[src/rtl/intr_regwin_pkg.sv]
`timescale 1ns/1ps
// Package: shared constants and types for the interrupt router register window.
// Assumes 8-bit byte offsets and 64-bit routing entries.
package intr_regwin_pkg;
    localparam int          ENT_W      = 64;
    localparam logic [7:0]  OFF_SEL    = 8'h00;
    localparam logic [7:0]  OFF_WIN    = 8'h10;
    localparam logic [7:0]  SEL_ID     = 8'h00;
    localparam logic [7:0]  SEL_VER    = 8'h01;
    localparam logic [7:0]  SEL_ARB    = 8'h02;
    localparam logic [7:0]  SEL_ENT0   = 8'h10;
    // entry field positions decoded by the delivery neighbour
    localparam int          F_BUSY     = 12;
    localparam int          F_PEND     = 14;
    localparam int          F_TRIG     = 15;
    localparam int          F_MASK     = 16;
    localparam int          ID_LO      = 24;
    localparam int          ID_W       = 4;

    typedef enum logic [2:0] {
        K_ID,
        K_VER,
        K_ARB,
        K_ENT,
        K_BAD
    } win_kind_t;
endpackage

[src/rtl/intr_regwin_decode.sv]
`timescale 1ns/1ps
// Module: selector decoder. Maps the 8-bit selector to a window target,
// an entry index and a half select. Assumes NPINS <= 120.
module intr_regwin_decode
    import intr_regwin_pkg::*;
#(
    parameter int NPINS = 24,
    parameter int IDXW  = $clog2(NPINS)
) (
    input  logic [7:0]      sel,
    output win_kind_t       kind,
    output logic [IDXW-1:0] idx,
    output logic            hi_half
);
    localparam logic [6:0] NPINS_W = 7'(NPINS);

    logic [7:0] rel;
    logic [6:0] raw;

    // offset of the selector from the first entry and its word-pair index
    always_comb begin
        rel = sel - SEL_ENT0;
        raw = rel[7:1];
    end

    // classify the selector
    always_comb begin
        case (sel)
            SEL_ID:  kind = K_ID;
            SEL_VER: kind = K_VER;
            SEL_ARB: kind = K_ARB;
            default: kind = (sel >= SEL_ENT0 && raw < NPINS_W) ? K_ENT : K_BAD;
        endcase
    end

    assign idx     = raw[IDXW-1:0];
    assign hi_half = sel[0];
endmodule

[src/rtl/intr_regwin_entry.sv]
`timescale 1ns/1ps
// Module: one 64-bit routing entry. Merges half writes, protects the two
// status bits, applies edge-mode clearing and the delivery-side status
// inputs. Assumes wr_lo and wr_hi are never both high.
module intr_regwin_entry
    import intr_regwin_pkg::*;
(
    input  logic             clk,
    input  logic             rst_n,
    input  logic             wr_lo,
    input  logic             wr_hi,
    input  logic [31:0]      wdata,
    input  logic             pend_set,
    input  logic             pend_clr,
    input  logic             busy,
    output logic [ENT_W-1:0] ent
);
    localparam logic [ENT_W-1:0] RST_VAL = ENT_W'(1) << F_MASK;

    logic [ENT_W-1:0] nxt;
    logic             wr_any;

    // next entry value: merged half, protected status, pending update
    always_comb begin
        wr_any = wr_lo | wr_hi;
        nxt    = ent;
        if (wr_lo) nxt[31:0]  = wdata;
        if (wr_hi) nxt[63:32] = wdata;
        nxt[F_BUSY] = busy;
        if (wr_any && !nxt[F_TRIG])
            nxt[F_PEND] = 1'b0;
        else if (pend_set)
            nxt[F_PEND] = 1'b1;
        else if (pend_clr)
            nxt[F_PEND] = 1'b0;
        else
            nxt[F_PEND] = ent[F_PEND];
    end

    // entry storage
    always_ff @(posedge clk) begin
        if (!rst_n) ent <= RST_VAL;
        else        ent <= nxt;
    end
endmodule

[src/rtl/intr_regwin.sv]
`timescale 1ns/1ps
// Module: register window of a 24-pin interrupt router. Holds the selector,
// the identity and the routing table. Serves reads with one cycle of latency
// and pulses on entry writes. Assumes one access per cycle.
module intr_regwin
    import intr_regwin_pkg::*;
#(
    parameter int          NPINS    = 24,
    parameter logic [7:0]  VER_CODE = 8'h11,
    parameter int          IDXW     = $clog2(NPINS)
) (
    input  logic                   clk,
    input  logic                   rst_n,
    input  logic                   req_valid,
    input  logic                   req_write,
    input  logic [7:0]             req_addr,
    input  logic [31:0]            req_wdata,
    output logic                   rd_valid,
    output logic [31:0]            rd_data,
    input  logic [NPINS-1:0]       pend_set,
    input  logic [NPINS-1:0]       pend_clr,
    input  logic [NPINS-1:0]       dlv_busy,
    output logic [NPINS*ENT_W-1:0] entry_tbl,
    output logic                   upd_pulse,
    output logic [IDXW-1:0]        upd_idx,
    output logic                   mask_chg,
    output logic                   mask_state
);
    localparam logic [31:0] VER_WORD = {8'h00, 8'(NPINS - 1), 8'h00, VER_CODE};

    logic [7:0]       sel_q;
    logic [ID_W-1:0]  id_q;
    win_kind_t        kind;
    logic [IDXW-1:0]  idx;
    logic             hi_half;
    logic             wr_sel, wr_win, rd_req, ent_wr;
    logic [31:0]      win_rd;
    logic [ENT_W-1:0] ent_arr [NPINS];
    logic [NPINS-1:0] mask_vec;

    intr_regwin_decode #(.NPINS(NPINS), .IDXW(IDXW)) u_dec (
        .sel     (sel_q),
        .kind    (kind),
        .idx     (idx),
        .hi_half (hi_half)
    );

    // access qualification
    always_comb begin
        wr_sel = req_valid && req_write && (req_addr == OFF_SEL);
        wr_win = req_valid && req_write && (req_addr == OFF_WIN);
        rd_req = req_valid && !req_write;
        ent_wr = wr_win && (kind == K_ENT);
    end

    // selector register, low byte only
    always_ff @(posedge clk) begin
        if (!rst_n)      sel_q <= 8'h00;
        else if (wr_sel) sel_q <= req_wdata[7:0];
    end

    // identity register, written only through selector 0
    always_ff @(posedge clk) begin
        if (!rst_n)                     id_q <= '0;
        else if (wr_win && kind == K_ID) id_q <= req_wdata[ID_LO +: ID_W];
    end

    // one storage slice per pin
    for (genvar g = 0; g < NPINS; g++) begin : g_ent
        intr_regwin_entry u_ent (
            .clk      (clk),
            .rst_n    (rst_n),
            .wr_lo    (ent_wr && !hi_half && (idx == IDXW'(g))),
            .wr_hi    (ent_wr &&  hi_half && (idx == IDXW'(g))),
            .wdata    (req_wdata),
            .pend_set (pend_set[g]),
            .pend_clr (pend_clr[g]),
            .busy     (dlv_busy[g]),
            .ent      (ent_arr[g])
        );
        assign entry_tbl[g*ENT_W +: ENT_W] = ent_arr[g];
        assign mask_vec[g] = ent_arr[g][F_MASK];
    end

    // window read multiplexer
    always_comb begin
        case (kind)
            K_ID, K_ARB: win_rd = 32'(id_q) << ID_LO;
            K_VER:       win_rd = VER_WORD;
            K_ENT:       win_rd = hi_half ? ent_arr[idx][63:32] : ent_arr[idx][31:0];
            default:     win_rd = '1;
        endcase
    end

    // registered read response
    always_ff @(posedge clk) begin
        if (!rst_n) begin
            rd_valid <= 1'b0;
            rd_data  <= '0;
        end else begin
            rd_valid <= rd_req;
            if (rd_req) begin
                if (req_addr == OFF_SEL)      rd_data <= {24'h0, sel_q};
                else if (req_addr == OFF_WIN) rd_data <= win_rd;
                else                          rd_data <= '0;
            end
        end
    end

    // entry update and mask-flip notification
    always_ff @(posedge clk) begin
        if (!rst_n) begin
            upd_pulse  <= 1'b0;
            upd_idx    <= '0;
            mask_chg   <= 1'b0;
            mask_state <= 1'b0;
        end else begin
            upd_pulse <= ent_wr;
            mask_chg  <= ent_wr && !hi_half && (req_wdata[F_MASK] != mask_vec[idx]);
            if (ent_wr) begin
                upd_idx    <= idx;
                mask_state <= hi_half ? mask_vec[idx] : req_wdata[F_MASK];
            end
        end
    end
endmodule

[config.mk]
export PLATFORM = sky130hd
export DESIGN_NAME = intr_regwin
export DESIGN_NICKNAME = d
export VERILOG_FILES = /design/src/rtl/intr_regwin_pkg.sv /design/src/rtl/intr_regwin_decode.sv /design/src/rtl/intr_regwin_entry.sv /design/src/rtl/intr_regwin.sv
export SDC_FILE = /design/constraint.sdc
export NUM_CORES = 2
export LEC_CHECK = 0
export BUFFER_PORTS_ARGS = -buffer_cell sky130_fd_sc_hd__buf_2
export CORE_AREA = 3 3 651 653
export CTS_CLUSTER_SIZE = 20
export DETAILED_ROUTE_END_ITERATION = 10
export DIE_AREA = 0 0 654 656
export SLEW_MARGIN = 30
export SYNTH_ARGS = -nofsm -noshare
export SYNTH_HDL_FRONTEND = slang
export SYNTH_SLANG_ARGS = --single-unit
[constraint.sdc]
create_clock -name clk -period 4.4 [get_ports clk]
set_clock_uncertainty 0.2 [all_clocks]
set_input_delay 0.88 -clock clk [delete_from_list [all_inputs] [get_ports clk]]
set_output_delay 0.88 -clock clk [all_outputs]
set_load 0.03 [all_outputs]
==> run summary <==
GRT
• total congestion overflow: 0
• met3 Resource Use GR: 11.3%
• antenna violations before repair: 102
• layer carrying the most global-route usage: met2
• via count of the first global-routing pass: 60.9k
• met2 demand-to-capacity share in global routing: 40.8%
• Global Route Usage Sum: 26.1%
• first-pass GRT wire length: 724 mm
• met1 Usage GRT: 31.0%
• maximum number of pins on one net before global-route repair: 163

Place
• area of placed instances: 0.0861 mm²
• port bufs: 1692
• last weighted congestion value of the routability-driven placer: 0.948
• final HPWL from detailed placement: 471 mm

Yosys
• Synth area leader: dfxtp_1
• main area contributors after synthesis: dfxtp_1 46%, mux2i_1 21%, nand2_1 10%
• count of state elements after synthesis: 1589
• cell count after synthesis: 6841
• area of the mapped netlist: 0.0691 mm²
• sequential share of the synthesized area: 46.0%
• number of enable flip-flop cells after synthesis: 0
• Primary FF master, synth: dfxtp_1
• syn_nets: 6959
• share of Yosys cell area claimed by the top area cell type: 46.0%
• mean post-synth cell area: 10.1 µm²
• distinct cell type count of the synthesized netlist: 62
• yosys synthesis warning count: 0
• ys async rst share: 0%

STA
• minimum clock period after layout: 4030 ps
• final count of negative-setup-slack endpoints: 0
• hold slack final: 84.3 ps
• maximum achievable frequency: 248 MHz
• Slew Limit Headroom: 23.0%
• number of max-slew violations in the final report: 0
• Tcrit/Tclk final: 91.7%
• final-report hold violation count: 0
• summed negative setup slack over all endpoints: 0 ps
• transition time at the pin with the least slew margin: 1150 ps
• unrepaired setup endpoints after global routing: no

Layout
• highest-count cells in the layout ignoring fill and taps: 1803 x nand2_1, 1692 x buf_2, 1584 x dfxtp_1
• number of nets in the layout: 8566
• most common cell after layout, fill and taps aside: nand2_1
• Syn-to-layout area delta: 35.3%
• finished layout cell area: 0.0935 mm²
• layout filler cell count: 45.6k
• fraction of layout instances using a drive strength above 1: 33.0%

Job
• Max-Cap Viols: 0

Floorplanning
• I/O pin cnt: 1693
• die area: 0.429 mm²
• horizontal extent of the die: 654 µm
• chip height: 656 µm
• site row count: 238
• starting density of the core: 16.5%
• Core ar.: 0.419 mm²

Route
• count of vias placed by the detailed router: 65.5k
• first-iteration detailed-routing DRC count: 8053
• number of optimization iterations in the first detailed-route pass: 6
• DRC violations left: 0
• routed via count divided by cell count: 4.60
• average wire per standard cell: 41.1 µm
• final WL: 585 mm
• Post-DRT Antenna Nets: 0

Critical path
• ordered cell list for the critical path: buf_12 -> mux2i_1 -> nand2_1 -> a32oi_1 -> buf_4 -> o21ai_0 -> nand3_1 -> a21oi_1
• Buf/Inv on CP: 2
• worst endpoint data arrival time: 4610 ps
• kind of critical path: reg -> reg
• reg-to-reg critical path startpoint: sel_q[2]$_SDFFE_PN0P_
• critical path launch point: sel_q[2]$_SDFFE_PN0P_
• R2R depth: 8
• Critical Path Sink Type: flip-flop
• Largest stage delay, worst path: 840 ps
• sort of element at the start of the critical path: flip-flop
• maximum fanout encountered on the critical timing path: 55
• critical path's top delay family: compound AO/OA/AOI/OAI gates
• reg2reg setup slack: 370 ps
• Crit-path slowest cell: dfxtp_4
• required time reported for the critical path endpoint: 4980 ps
• endpoint of the lowest-slack register-to-register path: rd_data[23]$_SDFFE_PN0P_

Pwr
• portion of total power attributed to combinational logic: 3.6%
• Cell Pwr Density: 358 mW/mm²
• internal power: 24.8 mW
• clock share of power: 53.1%
• switching fraction of total power: 25.8%
• net switching power of the design: 8.63 mW
• reported leakage power: 44.5 nW
• peak ir drop on the vdd network: 352 µV
• share of total power in sequential cells: 43.2%

Clocking
• Resize count post-CTS: 0
• worst-skew pair later-pin latency: 950 ps
• maximum root-to-sink buffer count: 4
• H-tree level count: 4
• Reg clk slew, reported paths: 70 ps
• CTS Sinks: 1589
• root buffer selected by CTS: clkbuf_16
• CTS tree: done
• number of buffers added by the clock tree synthesis step: 200

Worst hold path
• hold_sp: pend_set[23]
• Hold Path End: g_ent[23].u_ent.ent[14]$_SDFFE_PP0P_
• worst min path class: in -> reg
• count of cells along the worst hold path: 3

Run status
• status: finished, final reports clean

## power by group through the flow
stage	combinational (mW)	clock, mW	sequential [mW]
global placement	1.20	0	14.8
global route	1.25	18.6	14.5
CTS	1.22	18.1	14.5
floorplan	0.456	0	14.8
detailed placement	1.20	0	14.8
finish	1.22	17.8	14.5
## state kept, by name, summed over array words and instances (netlist names)
signal / cells
g_ent.u_ent.ent: 1536
id_q: 4
mask_chg: 1
mask_state: 1
rd_data: 32
rd_valid: 1
sel_q: 8
upd_idx: 5
upd_pulse: 1
## cell families after synthesis
| group | share of synthesized area [%] |
|---|---|
| compound gates | 6.18 |
| xor+xnor | 0.0127 |
| fa+ha+maj | 0.0362 |
| buf+inv | 4.67 |
| flops | 46.0 |
| mux | 30.5 |
| simple gates | 12.6 |
## worst min-delay path, stage by stage
cell and delay, ps:
buf_2 80, o21ai_0 100, a31oi_1 140
## how the worst max path moves through the flow
stage / cells after the start / to / slack [ps]
floorplan: 12 / g_ent[17].u_ent.ent[53]$_SDFFE_PN0P_ / 1320
global placement: 8 / rd_data[23]$_SDFFE_PN0P_ / 190
detailed placement: 8 / rd_data[23]$_SDFFE_PN0P_ / 300
CTS: 8 / rd_data[23]$_SDFFE_PN0P_ / 340
global route: 8 / rd_data[23]$_SDFFE_PN0P_ / 360
finish: 8 / rd_data[23]$_SDFFE_PN0P_ / 370
## per-layer routing
layer,vias to the layer above,wire length [µm]
met5,-,129
met3,853,70500
li1,27277,-
met1,33290,225000
met4,20,29700
met2,4012,259000
## through the flow
step	std cells	utilization [%]	setup WS (ps)	power (mW)
detailed placement	13740	20.5	302	16.0
global route	14174	22.3	357	34.3
CTS	14124	22.2	337	33.8
floorplan	6841	-	1320	15.3
finish	14244	22.3	365	33.5
global placement	13735	20.5	193	16.0
## layout make-up
class,count,area [µm²],share of cell area [%]
clock inverter,89,1280,1.37
sequential,1589,31800,34.0
clock buffer,269,5630,6.02
timing repair buffer,2103,12900,13.8
tap,5520,6910,7.38
inverter,5,26.3,0.0281
multi-input combinational,4549,34700,37.1
antenna,120,300,0.321
## synth_stat cells, types with 4 or more instances
cell	number
a2111oi_0	9
a211oi_1	6
a21boi_0	4
a21o_1	5
a21oi_1	284
a221oi_1	28
a22o_1	8
a22oi_1	90
a31oi_1	26
a32o_1	4
a32oi_1	13
and2_1	32
and3_1	11
and3b_1	4
and4_1	9
buf_1	16
buf_2	159
buf_4	55
buf_6	25
clkbuf_1	443
dfxtp_1	1589
inv_1	4
mux2i_1	1433
mux4_2	299
nand2_1	1844
nand2b_1	10
nand3_1	33
nand3_2	9
nand3_4	7
nand4_1	21
nand4_2	4
nor2_1	58
nor2b_1	36
nor3_1	12
nor3b_1	6
o211ai_1	65
o21ai_0	99
o22ai_1	43
o31ai_1	4
## what timing repair did
action / 4_1_cts / 5_1_grt
endpoints found under the hold margin: 26 / 0
setup buffers: 0 / 0
hold buffers: 26 / 0
endpoints found under the setup margin: 0 / 0
(Power assumes the default switching activity.)
